`config.mk`:
```
export PLATFORM = sky130hd
export DESIGN_NAME = prio_intc
export DESIGN_NICKNAME = d
export VERILOG_FILES = /design/src/rtl/prio_intc_pkg.sv /design/src/rtl/prio_intc_ext_cond.sv /design/src/rtl/prio_intc_arb.sv /design/src/rtl/prio_intc.sv
export SDC_FILE = /design/constraint.sdc
export NUM_CORES = 1
export LEC_CHECK = 0
export CAP_MARGIN = 0
export CORE_UTILIZATION = 29
export CTS_CLUSTER_DIAMETER = 40
export DETAILED_ROUTE_END_ITERATION = 6
export HOLD_SLACK_MARGIN = 0.1
export MAX_ROUTING_LAYER = met4
export PLACE_DENSITY = 0.45
export SYNTH_ARGS = -nofsm -noshare
export SYNTH_HDL_FRONTEND = slang
export SYNTH_SLANG_ARGS = --single-unit
export TNS_END_PERCENT = 5
```
`constraint.sdc`:
```
create_clock -name clk -period 108.5 [get_ports clk]
set_clock_uncertainty 0.1 [all_clocks]
set_input_delay 21.7 -clock clk [delete_from_list [all_inputs] [get_ports clk]]
set_output_delay 21.7 -clock clk [all_outputs]
set_load 0.005 [all_outputs]
```
`src/rtl/prio_intc_pkg.sv`:
```
package prio_intc_pkg;

  typedef enum logic [1:0] {
    EDGE_OFF  = 2'b00,
    EDGE_RISE = 2'b01,
    EDGE_FALL = 2'b10,
    EDGE_BOTH = 2'b11
  } edge_mode_e;

  localparam int LVL_W = 2;  // priority field width per source
  localparam int CUR_W = 3;  // width of the core's current level

endpackage

```
`src/rtl/prio_intc_ext_cond.sv`:
```
module prio_intc_ext_cond
  import prio_intc_pkg::*;
#(
  parameter int FILT_LEN = 3
) (
  input  logic       clk,
  input  logic       rst,
  input  logic       pin_i,
  input  logic       tick_i,
  input  logic       filt_en_i,
  input  logic [1:0] edge_sel_i,
  output logic       hit_o
);

  logic [1:0]          sync_q;
  logic [FILT_LEN-1:0] hist_q;
  logic [FILT_LEN-1:0] hist_nxt;
  logic                filt_q;
  logic                prev_q;
  logic                cur;

  assign hist_nxt = {hist_q[FILT_LEN-2:0], sync_q[1]};
  assign cur      = filt_en_i ? filt_q : sync_q[1];

  always_ff @(posedge clk) begin
    if (rst) begin
      sync_q <= '0;
      hist_q <= '0;
      filt_q <= 1'b0;
      prev_q <= 1'b0;
    end else begin
      sync_q <= {sync_q[0], pin_i};
      prev_q <= cur;
      if (tick_i) begin
        hist_q <= hist_nxt;
        if (&hist_nxt)       filt_q <= 1'b1;
        else if (~|hist_nxt) filt_q <= 1'b0;
      end
    end
  end

  always_comb begin
    unique case (edge_mode_e'(edge_sel_i))
      EDGE_RISE: hit_o = cur & ~prev_q;
      EDGE_FALL: hit_o = ~cur & prev_q;
      EDGE_BOTH: hit_o = cur ^ prev_q;
      default:   hit_o = 1'b0;
    endcase
  end

  // filtered level rises only after FILT_LEN high tick samples
  a_r11_three_ticks: assert property (@(posedge clk) disable iff (rst)
    $rose(filt_q) |-> ($past(tick_i) && (&$past(hist_q[FILT_LEN-2:0])) && $past(sync_q[1])));

endmodule

```
`src/rtl/prio_intc_arb.sv`:
```
module prio_intc_arb
  import prio_intc_pkg::*;
#(
  parameter int N_SRC = 52,
  parameter int VW    = 6
) (
  input  logic [N_SRC-1:0]       pend_i,
  input  logic [N_SRC-1:0]       en_i,
  input  logic [LVL_W*N_SRC-1:0] lvl_i,
  input  logic [CUR_W-1:0]       cpu_lvl_i,
  input  logic                   nmi_i,
  output logic                   req_o,
  output logic [VW-1:0]          vec_o
);

  logic [CUR_W-1:0] best_rank;
  logic [CUR_W-1:0] rank;
  logic [VW-1:0]    best_vec;
  logic             hit;

  // Scan from the top index down; ">=" lets a lower index take a tie.
  always_comb begin
    best_rank = '0;
    best_vec  = '0;
    hit       = 1'b0;
    rank      = '0;
    for (int i = N_SRC - 1; i >= 0; i--) begin
      rank = {1'b0, lvl_i[LVL_W*i +: LVL_W]} + CUR_W'(1);
      if (pend_i[i] && en_i[i] && (rank > cpu_lvl_i) && (rank >= best_rank)) begin
        best_rank = rank;
        best_vec  = VW'(i + 1);
        hit       = 1'b1;
      end
    end
    req_o = nmi_i | hit;
    vec_o = nmi_i ? '0 : best_vec;
  end

endmodule

```
`src/rtl/prio_intc.sv`:
```
module prio_intc
  import prio_intc_pkg::*;
#(
  parameter int N_INT    = 44,
  parameter int N_EXT    = 8,
  parameter int FILT_LEN = 3
) (
  input  logic                                  clk,
  input  logic                                  rst,
  input  logic                                  wdt_nmi_i,
  input  logic [N_INT-1:0]                      int_evt_i,
  input  logic [N_EXT-1:0]                      ext_pin_i,
  input  logic                                  sample_tick_i,
  input  logic [2*N_EXT-1:0]                    ext_edge_sel_i,
  input  logic [N_EXT-1:0]                      ext_filt_en_i,
  input  logic [N_INT+N_EXT-1:0]                src_en_i,
  input  logic [LVL_W*(N_INT+N_EXT)-1:0]        src_lvl_i,
  input  logic [CUR_W-1:0]                      cpu_lvl_i,
  input  logic                                  ack_i,
  output logic                                  irq_req_o,
  output logic [$clog2(N_INT+N_EXT+1)-1:0]      irq_vec_o
);

  localparam int N_SRC = N_INT + N_EXT;
  localparam int VW    = $clog2(N_SRC + 1);

  logic [N_EXT-1:0] ext_hit;
  logic [N_SRC-1:0] set_vec, clr_vec, pend_q, pend_d;
  logic             nmi_q, nmi_d, nmi_clr;
  logic             arb_req;
  logic [VW-1:0]    arb_vec;

  for (genvar g = 0; g < N_EXT; g++) begin : g_ext
    prio_intc_ext_cond #(.FILT_LEN(FILT_LEN)) i_cond (
      .clk       (clk),
      .rst       (rst),
      .pin_i     (ext_pin_i[g]),
      .tick_i    (sample_tick_i),
      .filt_en_i (ext_filt_en_i[g]),
      .edge_sel_i(ext_edge_sel_i[2*g +: 2]),
      .hit_o     (ext_hit[g])
    );
  end

  assign set_vec = {ext_hit, int_evt_i};

  always_comb begin
    for (int i = 0; i < N_SRC; i++) begin
      clr_vec[i] = ack_i && irq_req_o && (irq_vec_o == VW'(i + 1));
    end
    nmi_clr = ack_i && irq_req_o && (irq_vec_o == '0);
  end

  // New events win over a clear in the same cycle.
  assign pend_d = (pend_q & ~clr_vec) | set_vec;
  assign nmi_d  = (nmi_q & ~nmi_clr) | wdt_nmi_i;

  prio_intc_arb #(.N_SRC(N_SRC), .VW(VW)) i_arb (
    .pend_i   (pend_d),
    .en_i     (src_en_i),
    .lvl_i    (src_lvl_i),
    .cpu_lvl_i(cpu_lvl_i),
    .nmi_i    (nmi_d),
    .req_o    (arb_req),
    .vec_o    (arb_vec)
  );

  always_ff @(posedge clk) begin
    if (rst) begin
      pend_q    <= '0;
      nmi_q     <= 1'b0;
      irq_req_o <= 1'b0;
      irq_vec_o <= '0;
    end else begin
      pend_q    <= pend_d;
      nmi_q     <= nmi_d;
      irq_req_o <= arb_req;
      irq_vec_o <= arb_vec;
    end
  end

  // ---------------- assertions ----------------
  logic [LVL_W*N_SRC-1:0] lvl_seen_q;
  logic [CUR_W-1:0]       cpu_seen_q;
  logic [CUR_W-1:0]       out_rank;

  always_ff @(posedge clk) begin
    lvl_seen_q <= src_lvl_i;
    cpu_seen_q <= cpu_lvl_i;
  end

  always_comb begin
    out_rank = '0;
    for (int i = 0; i < N_SRC; i++) begin
      if (irq_vec_o == VW'(i + 1)) out_rank = {1'b0, lvl_seen_q[LVL_W*i +: LVL_W]} + CUR_W'(1);
    end
  end

  // a pending watchdog event always owns the outputs
  a_r7_nmi_wins: assert property (@(posedge clk) disable iff (rst)
    nmi_q |-> (irq_req_o && irq_vec_o == '0));

  // a forwarded maskable source outranks the level the core had
  a_r6_above_level: assert property (@(posedge clk) disable iff (rst)
    (irq_req_o && irq_vec_o != '0) |-> (out_rank > cpu_seen_q));

  // acknowledging vector 0 without a new watchdog event clears it
  a_r8_nmi_ack_clears: assert property (@(posedge clk) disable iff (rst)
    (ack_i && irq_req_o && irq_vec_o == '0 && !wdt_nmi_i) |=> !nmi_q);

  // request stays low on the cycle after reset
  a_r1_reset_quiet: assert property (@(posedge clk)
    $past(rst) |-> !irq_req_o);

endmodule

```
==> metrics.md, run 1 <==
| Metric | Value |
|---|---|
| # H-tree levels | `3` |
| Cell count after synthesis | `2117` |
| Setup Fix Bufs, Post-CTS | `0` |
| Site row count | `86` |
| #FFs+latches synth | `about 110` |
| Finished Core Util | `0.3601` |
| Reg2reg setup slack | `about 32 ns` |
| Fin crit period | `97.73 ns` |
| Root Buffer Master | `clkbuf_16` |
| Post-synthesis average cell area | `7.609 µm²` |
| Global route total overflow | `0` |
| Remaining antenna violation count | `0` |
| Mapped Nets | `between 2000 and 3000` |
| Post-CTS sizing | `0` |
| First-pass GRT wire length | `roughly 90000 µm` |
| Share of cells above drive strength 1 | `0.04871` |
| GRT Util Overall | `0.2086` |
| Worst setup path end | `irq_vec_o[5]$_SDFF_PP0_` |
| Reg2reg start | `g_ext[7].i_cond.sync_q[1]$_SDFF_PP0_` |
| Async SR Flop Fraction | `0` |
| Starting Density | `0.2930` |
| Area Overhead vs Synth | `22.91%` |
| HPWL Detailed | `slightly below 50000 µm` |
| Vias post-DR | `16600` |
| Worst Setup Start Kind | `input port` |
| Post-synth top flop | `dfxtp_1` |
| Buffers added on ports | `~250` |
| Final Max Tran Viols | `0` |
| Max-cap viol count | `0` |
| Leakage power | `roughly 8.7 nW` |
| # setup viols final | `0` |
| Maximum clock insertion buffer count | `2` |
| Skew-Pair Late Insertion Delay | `~0.36 ns` |
| CTS sink cnt | `~110` |
| Final setup margin | `10.77 ns` |
| Setup CP Type | `input port to flop` |
| Die Wd | `between 200 and 250 µm` |
| R2R depth | `~340` |
| RSZ-0062 raised after global routing | `no` |
| Warnings, synthesis | `0` |
| Vias in the first global route | `16390` |
| Worst-Margin Slew | `about 1.1 ns` |
| DRC violations left | `0` |
| Via density per instance | `5.331` |
| Post-synth cell types | `slightly below 100` |
| First drt pass iteration count | `7` |
| Wire length per cell | `between 15 and 20 µm` |
| Io pins | `approximately 250` |
| Pwr/cell area | `roughly 15 nW/µm²` |
| Fmax | `10.23 MHz` |
| Pre-CTS WS | `10.75 ns` |
| Worst path max stage delay | `0.87 ns` |
| Worst vdd ir | `~0.0076 mV` |
| Routability cong. | `0.9244` |
| CORE AREA | `around 55000 µm²` |
| Final WL | `58370 µm` |
| Clock transition at path regs | `approximately 0.08 ns` |
| Final net count | `roughly 2900` |
| Status | `complete, no violations` |
| CTS tree | `yes` |
| Initial antenna violation count | `5` |
| Critical Path Most Common Cell | `ha_1` |
| Data required, critical path | `108.64 ns` |
| Crit path from | `ext_filt_en_i[7]` |
| Total power | `roughly 0.3 mW` |
| Worst reg2reg path endpoint | `irq_vec_o[5]$_SDFF_PP0_` |
| DRT iter0 DRCs | `around 760` |
| Mapped cell area | `about 16000 µm²` |
| Worst EP arrival | `97.87 ns` |
| Critical-path top delay cell | `a221oi_1` |
| Setup TNS Final | `0 ns` |
| Slew headroom | `0.2561` |
| Final Hold Viols | `0` |
| Pin count of the biggest net entering global routing | `70` |
| Seq/Total Area, Yosys | `0.1342` |
| Placed cell areas | `~19000 µm²` |
| Fin crit share | `0.9008` |
| Worst min path class | `flop to flop` |
| Die height | `about 240 µm` |
| CP endpoint kind | `flop` |
| EDFF count, synth | `0` |
| Post-route design area | `roughly 20000 µm²` |
| Maximum fanout along the worst path | `11` |
| Total CTS buffers | `9` |
| Hold_buf cts | `0` |
| DIE AREA | `between 50000 and 60000 µm²` |
==> kinds of logic (layout without fill, tap and decap cells) <==
kind of cell	after synthesis	in the layout	synth area share
simple gates	772	772	0.2337
buf+inv	178	422	0.04217
compound gates	674	674	0.2984
flops	108	108	0.1342
other cells	0	5	0
fa+ha+maj	333	333	0.2582
mux	52	52	0.03332
==> cells in the mapped netlist, drive strengths merged (7+ instances only) <==
cell type  number  share of area
nand3          84          0.026
mux2i          39          0.024
nor2b          47          0.018
nor3b           8         0.0040
a221oi         15         0.0096
and3           22         0.0085
a311oi         13         0.0089
o41ai           7         0.0038
o211ai         34          0.017
o21bai          9         0.0042
a31o           13         0.0071
o22ai           9         0.0043
nand2         211          0.049
buf             7         0.0023
inv           150          0.035
o31ai          37          0.019
o21a           51          0.024
nor3           72          0.023
dfxtp         108           0.13
or2            18         0.0070
nor2          168          0.039
o311ai          9         0.0054
a211oi         17          0.011
o31a           10         0.0055
a21oi         158          0.049
a31oi          39          0.016
or3             7         0.0027
o211a           7         0.0043
clkbuf         21         0.0049
ha            330           0.26
o21ai         103          0.032
nor4            8         0.0031
a21boi         11         0.0051
a21o           60          0.028
and2           44          0.017
mux2           13         0.0091
nand3b          7         0.0033
nand2b         60          0.023
o2111ai        12         0.0065
==> cell usage in the layout (no fill, tap or decap), types with 7 or more instances in the layout <==
cell type,count
ha_1,330
clkdlybuf4s50_1,244
nand2_1,210
nor2_1,168
a21oi_1,158
inv_1,148
dfxtp_1,108
o21ai_0,94
nand3_1,84
nor3_1,69
nand2b_1,60
a21o_1,60
o21a_1,51
nor2b_1,47
and2_1,43
mux2i_1,39
a31oi_1,38
o31ai_1,33
o211ai_1,30
and3_1,22
or2_2,17
a221oi_1,13
a211oi_1,13
o2111ai_1,12
mux2_2,12
a31o_2,11
a311oi_1,10
buf_4,10
o21bai_1,9
o31a_1,9
clkbuf_16,9
o21ai_1,8
nor4_1,8
o41ai_1,7
o211a_1,7
nand3b_1,7
o22ai_1,7
or3_1,7
==> flip-flops by register name, summed over array words and instances (netlist names) <==
signal,flops
g_ext.i_cond.filt_q,8
g_ext.i_cond.hist_q,16
g_ext.i_cond.prev_q,8
g_ext.i_cond.sync_q,16
irq_req_o,1
irq_vec_o,6
nmi_q,1
pend_q,52
==> per-layer routing <==
metal	track usage	wire length, µm	vias up
met5	-	0	-
met2	0.3580	27710	318
met4	0.03871	823	0
met1	0.2672	27880	7824
li1	-	-	8415
met3	0.01742	1945	43
==> worst max-delay path: cells and delay by family <==
family,cells,cell delay [ns]
and+or+nand+nor,99,17.15
adders and majority gates,54,14.75
buffers and inverters,18,1.76
AOI/OAI and AO/OA,152,38.13
muxes,13,4.16
==> worst min path at each step <==
stage	depth (start not counted)	endpoint	slack, ns	startpoint
2_1_floorplan	1	g_ext[0].i_cond.sync_q[1]$_SDFF_PP0_	0.31	g_ext[0].i_cond.sync_q[0]$_SDFF_PP0_
6_report	1	g_ext[3].i_cond.sync_q[1]$_SDFF_PP0_	0.33	g_ext[3].i_cond.sync_q[0]$_SDFF_PP0_
5_1_grt	1	g_ext[4].i_cond.sync_q[1]$_SDFF_PP0_	0.35	g_ext[4].i_cond.sync_q[0]$_SDFF_PP0_
4_1_cts	1	g_ext[3].i_cond.sync_q[1]$_SDFF_PP0_	0.34	g_ext[3].i_cond.sync_q[0]$_SDFF_PP0_
3_5_place_dp	1	g_ext[0].i_cond.sync_q[1]$_SDFF_PP0_	0.32	g_ext[0].i_cond.sync_q[0]$_SDFF_PP0_
3_3_place_gp	1	g_ext[7].i_cond.sync_q[1]$_SDFF_PP0_	0.32	g_ext[7].i_cond.sync_q[0]$_SDFF_PP0_
==> stage by stage <==
step	hold WS, ns	std cells
2_1_floorplan	0.3138	2117
3_5_place_dp	0.3231	3093
5_1_grt	0.3526	3114
3_3_place_gp	0.3173	3093
4_1_cts	0.3351	3109
6_report	0.3346	3114
==> where the power goes <==
| part | total, mW | internal [mW] | switching, mW |
|---|---|---|---|
| clock network | 0.0348 | 0.0183 | 0.0164 |
| registers | 0.0451 | 0.0422 | 0.00291 |
| logic | 0.221 | 0.0932 | 0.128 |
| total | 0.301 | 0.154 | 0.147 |
==> area by class of cell <==
type                            instances  area (µm²)
Fill cell                            5782       35190
Multi-Input combinational cell       1831       13280
Timing Repair Buffer                  256        2542
Sequential cell                       108        2162
Tap cell                              748       935.9
Inverter                              150       563.0
Clock buffer                            9       225.2
Clock inverter                          7       81.33
Antenna cell                            5       12.51
Note: power is estimated with default switching activity, not from simulation.
==> run 2: changes to the inputs <==
--- a/config.mk
+++ b/config.mk
@@ -7,6 +7,7 @@
 export LEC_CHECK = 0
 export CAP_MARGIN = 0
 export CORE_UTILIZATION = 29
+export CTS_BUF_LIST = sky130_fd_sc_hd__clkbuf_4 sky130_fd_sc_hd__clkbuf_8
 export CTS_CLUSTER_DIAMETER = 40
 export DETAILED_ROUTE_END_ITERATION = 6
 export HOLD_SLACK_MARGIN = 0.1
==> metrics.md, run 2 (same netlist as run 1, synthesis figures left out) <==
| Metric | Value |
|---|---|
| HPWL Detailed | `a little under 50000 µm` |
| Worst path max stage delay | `around 0.9 ns` |
| CP endpoint kind | `flop` |
| Setup CP Type | `input port to flop` |
| Sequential Power Share | `0.154` |
| Regs by FF count | `pend_q (52), g_ext.i_cond.hist_q (16), g_ext.i_cond.sync_q (16)` |
| Internal power | `about 0.15 mW` |
| Share of cells above drive strength 1 | `0.04871` |
| Post-CTS sizing | `0` |
| Area Overhead vs Synth | `22.28%` |
| Pre-CTS WS | `10.75 ns` |
| Global routing's busiest layer | `met2` |
| Final Hold Viols | `0` |
| Root Buffer Master | `clkbuf_8` |
| Skew-Pair Late Insertion Delay | `a little under 0.4 ns` |
| CTS sink cnt | `approximately 110` |
| Register area | `2162 µm²` |
| Global route total overflow | `0` |
| Failing checks | `design-rule violations` |
| Wire length per cell | `between 15 and 20 µm` |
| Commonest non-fill, non-tap cell in the layout | `ha_1` |
| Io pins | `247` |
| Via density per instance | `roughly 5.3` |
| Initial antenna violation count | `5` |
| Die height | `approximately 240 µm` |
| Pwr/cell area | `14.87 nW/µm²` |
| Fillers | `slightly below 6000` |
| Leakage power | `8.610 nW` |
| Remaining antenna violation count | `0` |
| Status | `complete, but fails checks` |
| Fin crit share | `0.9008` |
| Worst vdd ir | `about 0.0056 mV` |
| Worst Setup Start Kind | `input port` |
| CTS tree | `yes` |
| Worst-Margin Slew | `between 1 and 1.5 ns` |
| Starting Density | `0.2930` |
| Final WL | `58330 µm` |
| Data required, critical path | `108.68 ns` |
| Vias in the first global route | `about 16000` |
| Critical Path Most Common Cell | `ha_1` |
| Site row count | `86` |
| Clock network power share | `0.091` |
| Routability cong. | `0.9244` |
| Slew headroom | `0.2612` |
| Final net count | `between 2000 and 3000` |
| Top reg by flops | `pend_q` |
| Pin count of the biggest net entering global routing | `70` |
| Vias post-DR | `approximately 17000` |
| Clock transition at path regs | `between 0.1 and 0.15 ns` |
| Post-route insts no fill | `roughly 3100` |
| Maximum fanout along the worst path | `11` |
| First-pass GRT wire length | `~90000 µm` |
| CORE AREA | `roughly 55000 µm²` |
| Final setup margin | `between 10 and 15 ns` |
| # H-tree levels | `3` |
| Sw Ratio | `0.5000` |
| R2R depth | `about 340` |
| Most frequent cells in the layout | `ha_1, clkdlybuf4s50_1, nand2_1` |
| RSZ-0062 raised after global routing | `no` |
| Fmax | `10.23 MHz` |
| Buffers added on ports | `~250` |
| Max-cap viol count | `0` |
| DRC violations left | `4` |
| Worst EP arrival | `slightly below 100 ns` |
| Final Max Tran Viols | `0` |
| Die Wd | `around 240 µm` |
| Critical-path top delay cell | `a221oi_1` |
| GRT Util Overall | `0.2089` |
| DIE AREA | `56500 µm²` |
| First drt pass iteration count | `7` |
| DRT iter0 DRCs | `726` |
| Hold Path Depth | `1` |
| # setup viols final | `0` |
| Hold_buf cts | `0` |
| Max FFs per register | `between 50 and 60` |
| DP Cell Count | `~3100` |
| Fin crit period | `97.73 ns` |
| Multi-input logic area | `13280 µm²` |
| Worst min path class | `flop to flop` |
| Logic gate share of total power | `0.755` |
| Switching pwr | `between 0.1 and 0.15 mW` |
| Met1 Use GR | `0.2678` |
| Total CTS buffers | `9` |
| M2 GR Usage | `0.3583` |
| Maximum clock insertion buffer count | `2` |
| Met3 usage | `0.01928` |
| Setup TNS Final | `0 ns` |
| Setup Fix Bufs, Post-CTS | `0` |
run 2: area by class of cell:
type                            count  share of cell area
Inverter                          150             0.02858
Multi-Input combinational cell   1831              0.6740
Clock inverter                      7            0.004129
Tap cell                          748             0.04751
Antenna cell                        5           0.0006352
Clock buffer                        9            0.006288
Timing Repair Buffer              256              0.1291
Sequential cell                   108              0.1098
run 2: power by group through the flow:
stage | clock network [mW] | logic, mW | registers, mW
after floorplan | 0 | 0.159 | 0.0442
after global placement | 0 | 0.217 | 0.0459
after detailed placement | 0 | 0.221 | 0.0460
after CTS | 0.0278 | 0.222 | 0.0451
after global routing | 0.0296 | 0.250 | 0.0456
final | 0.0267 | 0.221 | 0.0451
run 2: final timing paths:
check / start / to / slack (ns)
min reg2reg: g_ext[3].i_cond.sync_q[0]$_SDFF_PP0_ / g_ext[3].i_cond.sync_q[1]$_SDFF_PP0_ / 0.34
min: g_ext[3].i_cond.sync_q[0]$_SDFF_PP0_ / g_ext[3].i_cond.sync_q[1]$_SDFF_PP0_ / 0.34
max: ext_filt_en_i[7] / irq_vec_o[5]$_SDFF_PP0_ / 10.77
max reg2reg: g_ext[7].i_cond.sync_q[1]$_SDFF_PP0_ / irq_vec_o[5]$_SDFF_PP0_ / 32.26
run 2: stage by stage:
step	hold WS [ns]	power, mW	instance area, µm²	utilization
final	0.3364	0.2930	19700	0.3583
after global routing	0.3531	0.3247	19700	0.3583
after CTS	0.3402	0.2953	19690	0.3580
after detailed placement	0.3231	0.2668	19480	0.3543
after global placement	0.3173	0.2624	19480	0.3543
after floorplan	0.3138	0.2027	16110	-
run 2: layer usage:
metal  routed length (µm)  part of all wire  vias to the layer above
li1                     -                 -                     8408
met1                28010              0.48                     7802
met2                27730              0.48                      298
met3                 1796             0.031                       36
met4                  794             0.014                        0
met5                    0                 0                        -
run 2: critical path: cells and delay by family:
family                     cells  cell delay (ns)
AOI/OAI and AO/OA            152            37.84
adders and majority gates     54            14.73
buffers and inverters         18             1.74
muxes                         13             4.15
and+or+nand+nor              100            17.52
==> run 3: changes to the inputs <==
--- a/config.mk
+++ b/config.mk
@@ -6,13 +6,13 @@
 export NUM_CORES = 1
 export LEC_CHECK = 0
 export CAP_MARGIN = 0
-export CORE_UTILIZATION = 29
+export CORE_UTILIZATION = 38
 export CTS_BUF_LIST = sky130_fd_sc_hd__clkbuf_4 sky130_fd_sc_hd__clkbuf_8
 export CTS_CLUSTER_DIAMETER = 40
 export DETAILED_ROUTE_END_ITERATION = 6
 export HOLD_SLACK_MARGIN = 0.1
 export MAX_ROUTING_LAYER = met4
-export PLACE_DENSITY = 0.45
+export PLACE_DENSITY = 0.57
 export SYNTH_ARGS = -nofsm -noshare
 export SYNTH_HDL_FRONTEND = slang
 export SYNTH_SLANG_ARGS = --single-unit
==> metrics.md, run 3 (same netlist as run 1, synthesis figures left out) <==
| Metric | Value |
|---|---|
| Status | `complete, no violations` |
| HPWL Detailed | `between 40000 and 50000 µm` |
| Die Wd | `roughly 210 µm` |
| Critical-path top delay cell | `a221oi_1` |
| Final net count | `2928` |
| Sequential Power Share | `0.156` |
| Top reg by flops | `pend_q` |
| Fillers | `4259` |
| Critical Path Most Common Cell | `ha_1` |
| Worst-Margin Slew | `around 1.0 ns` |
| RSZ-0062 raised after global routing | `no` |
| Final Hold Viols | `0` |
| Internal power | `about 0.14 mW` |
| Initial antenna violation count | `1` |
| GRT Util Overall | `0.2595` |
| DIE AREA | `between 40000 and 50000 µm²` |
| Final hold slack | `~0.34 ns` |
| DRT iter0 DRCs | `952` |
| Via density per instance | `5.744` |
| Fmax | `10.21 MHz` |
| Wire length per cell | `around 19 µm` |
| Routability cong. | `roughly 0.95` |
| Worst vdd ir | `0.006759 mV` |
| Fin crit share | `0.9029` |
| Switching pwr | `around 0.14 mW` |
| Share of cells above drive strength 1 | `0.04909` |
| Worst Setup Start Kind | `input port` |
| Maximum fanout along the worst path | `11` |
| Setup Fix Bufs, Post-CTS | `0` |
| Clock network power share | `0.084` |
| First-pass GRT wire length | `~87000 µm` |
| CTS sink cnt | `108` |
| Max FFs per register | `52` |
| Global route total overflow | `0` |
| Die height | `207.9 µm` |
| Worst EP arrival | `98.15 ns` |
| Max-cap viol count | `0` |
| Skew-Pair Late Insertion Delay | `roughly 0.40 ns` |
| # setup viols final | `0` |
| Starting Density | `0.3849` |
| Regs by FF count | `pend_q (52), g_ext.i_cond.hist_q (16), g_ext.i_cond.sync_q (16)` |
| Pwr/cell area | `~15 nW/µm²` |
| Setup CP Type | `input port to flop` |
| Sw Ratio | `0.5006` |
| Remaining antenna violation count | `0` |
| Area Overhead vs Synth | `20.44%` |
| Vias in the first global route | `~16000` |
| Slew headroom | `0.3247` |
| Maximum clock insertion buffer count | `2` |
| Commonest non-fill, non-tap cell in the layout | `ha_1` |
| Pin count of the biggest net entering global routing | `58` |
| Setup TNS Final | `0 ns` |
| DRC violations left | `0` |
| Most frequent cells in the layout | `ha_1, clkdlybuf4s50_1, nand2_1` |
| CP endpoint kind | `flop` |
| Data required, critical path | `108.68 ns` |
| Fin crit period | `~100 ns` |
| Worst min path class | `flop to flop` |
| Io pins | `247` |
| Worst path max stage delay | `0.87 ns` |
| Vias post-DR | `~17000` |
| Total power | `~0.29 mW` |
| Hold_buf cts | `0` |
| Final WL | `55090 µm` |
| Site row count | `75` |
| First drt pass iteration count | `5` |
| Post-CTS sizing | `0` |
| CTS tree | `yes` |
| Total CTS buffers | `9` |
| Leakage power | `between 8 and 9 nW` |
| Root Buffer Master | `clkbuf_8` |
| # H-tree levels | `3` |
| Clock transition at path regs | `0.11 ns` |
| Final Max Tran Viols | `0` |
| Logic gate share of total power | `0.760` |
| CORE AREA | `roughly 42000 µm²` |
| Buffers added on ports | `between 200 and 250` |
run 3: cell types whose count changed in the layout (fill, tap and decap cells not counted), sizes merged:
cell      previous run  this run
buf                 12        14
bufinv               1         0
clkinv               3         2
clkinvlp             0         1
diode                5         1
inv                153       154
run 3: critical path: cells and delay by family:
family          cells  cell delay, ns
compound gates    154           38.06
buf+inv            18            1.69
fa+ha+maj          54           14.63
simple gates      103           17.86
mux                13            4.06
run 3: power by group through the flow:
stage	sequential [mW]	clock, mW	combinational (mW)
2_1_floorplan	0.0442	0	0.159
3_3_place_gp	0.0459	0	0.213
3_5_place_dp	0.0460	0	0.218
4_1_cts	0.0451	0.0251	0.219
5_1_grt	0.0455	0.0267	0.250
6_report	0.0452	0.0244	0.220
run 3: metal layers:
layer	share of wire	vias up	track usage
li1	-	8414	-
met1	0.48	7785	0.3499
met4	0.024	0	0.06948
met5	0	-	-
met3	0.043	56	0.01615
met2	0.45	419	0.4193
run 3: worst paths after layout:
| kind | startpoint | to | slack, ns | depth (start not counted) |
|---|---|---|---|---|
| setup / recovery | ext_filt_en_i[7] | irq_vec_o[5]$_SDFF_PP0_ | 10.54 | 342 |
| hold / removal | g_ext[3].i_cond.sync_q[0]$_SDFF_PP0_ | g_ext[3].i_cond.sync_q[1]$_SDFF_PP0_ | 0.34 | 1 |
| setup reg to reg | g_ext[7].i_cond.filt_q$_SDFFE_PP0P_ | irq_vec_o[5]$_SDFF_PP0_ | 32.02 | 341 |
| hold reg to reg | g_ext[3].i_cond.sync_q[0]$_SDFF_PP0_ | g_ext[3].i_cond.sync_q[1]$_SDFF_PP0_ | 0.34 | 1 |
run 3: cell type report:
cell class,instances,area [µm²],area share
multi-input combinational,1831,13270,0.6841
timing repair buffer,258,2545,0.1312
sequential,108,2162,0.1114
tap,539,674.4,0.03476
inverter,150,563.0,0.02902
clock buffer,9,123.9,0.006384
clock inverter,7,58.81,0.003031
antenna,1,2.502,0.0001290
run 3: stage by stage:
| stage | area (µm²) | instances | setup WS [ns] | utilization |
|---|---|---|---|---|
| finish | 19400 | 2903 | 10.54 | 0.4636 |
| global route | 19400 | 2903 | 3.614 | 0.4636 |
| CTS | 19400 | 2902 | 11.13 | 0.4635 |
| detailed placement | 19220 | 2886 | 10.84 | 0.4592 |
| global placement | 19220 | 2886 | 12.22 | 0.4592 |
| floorplan | 16110 | 2117 | 21.11 | - |
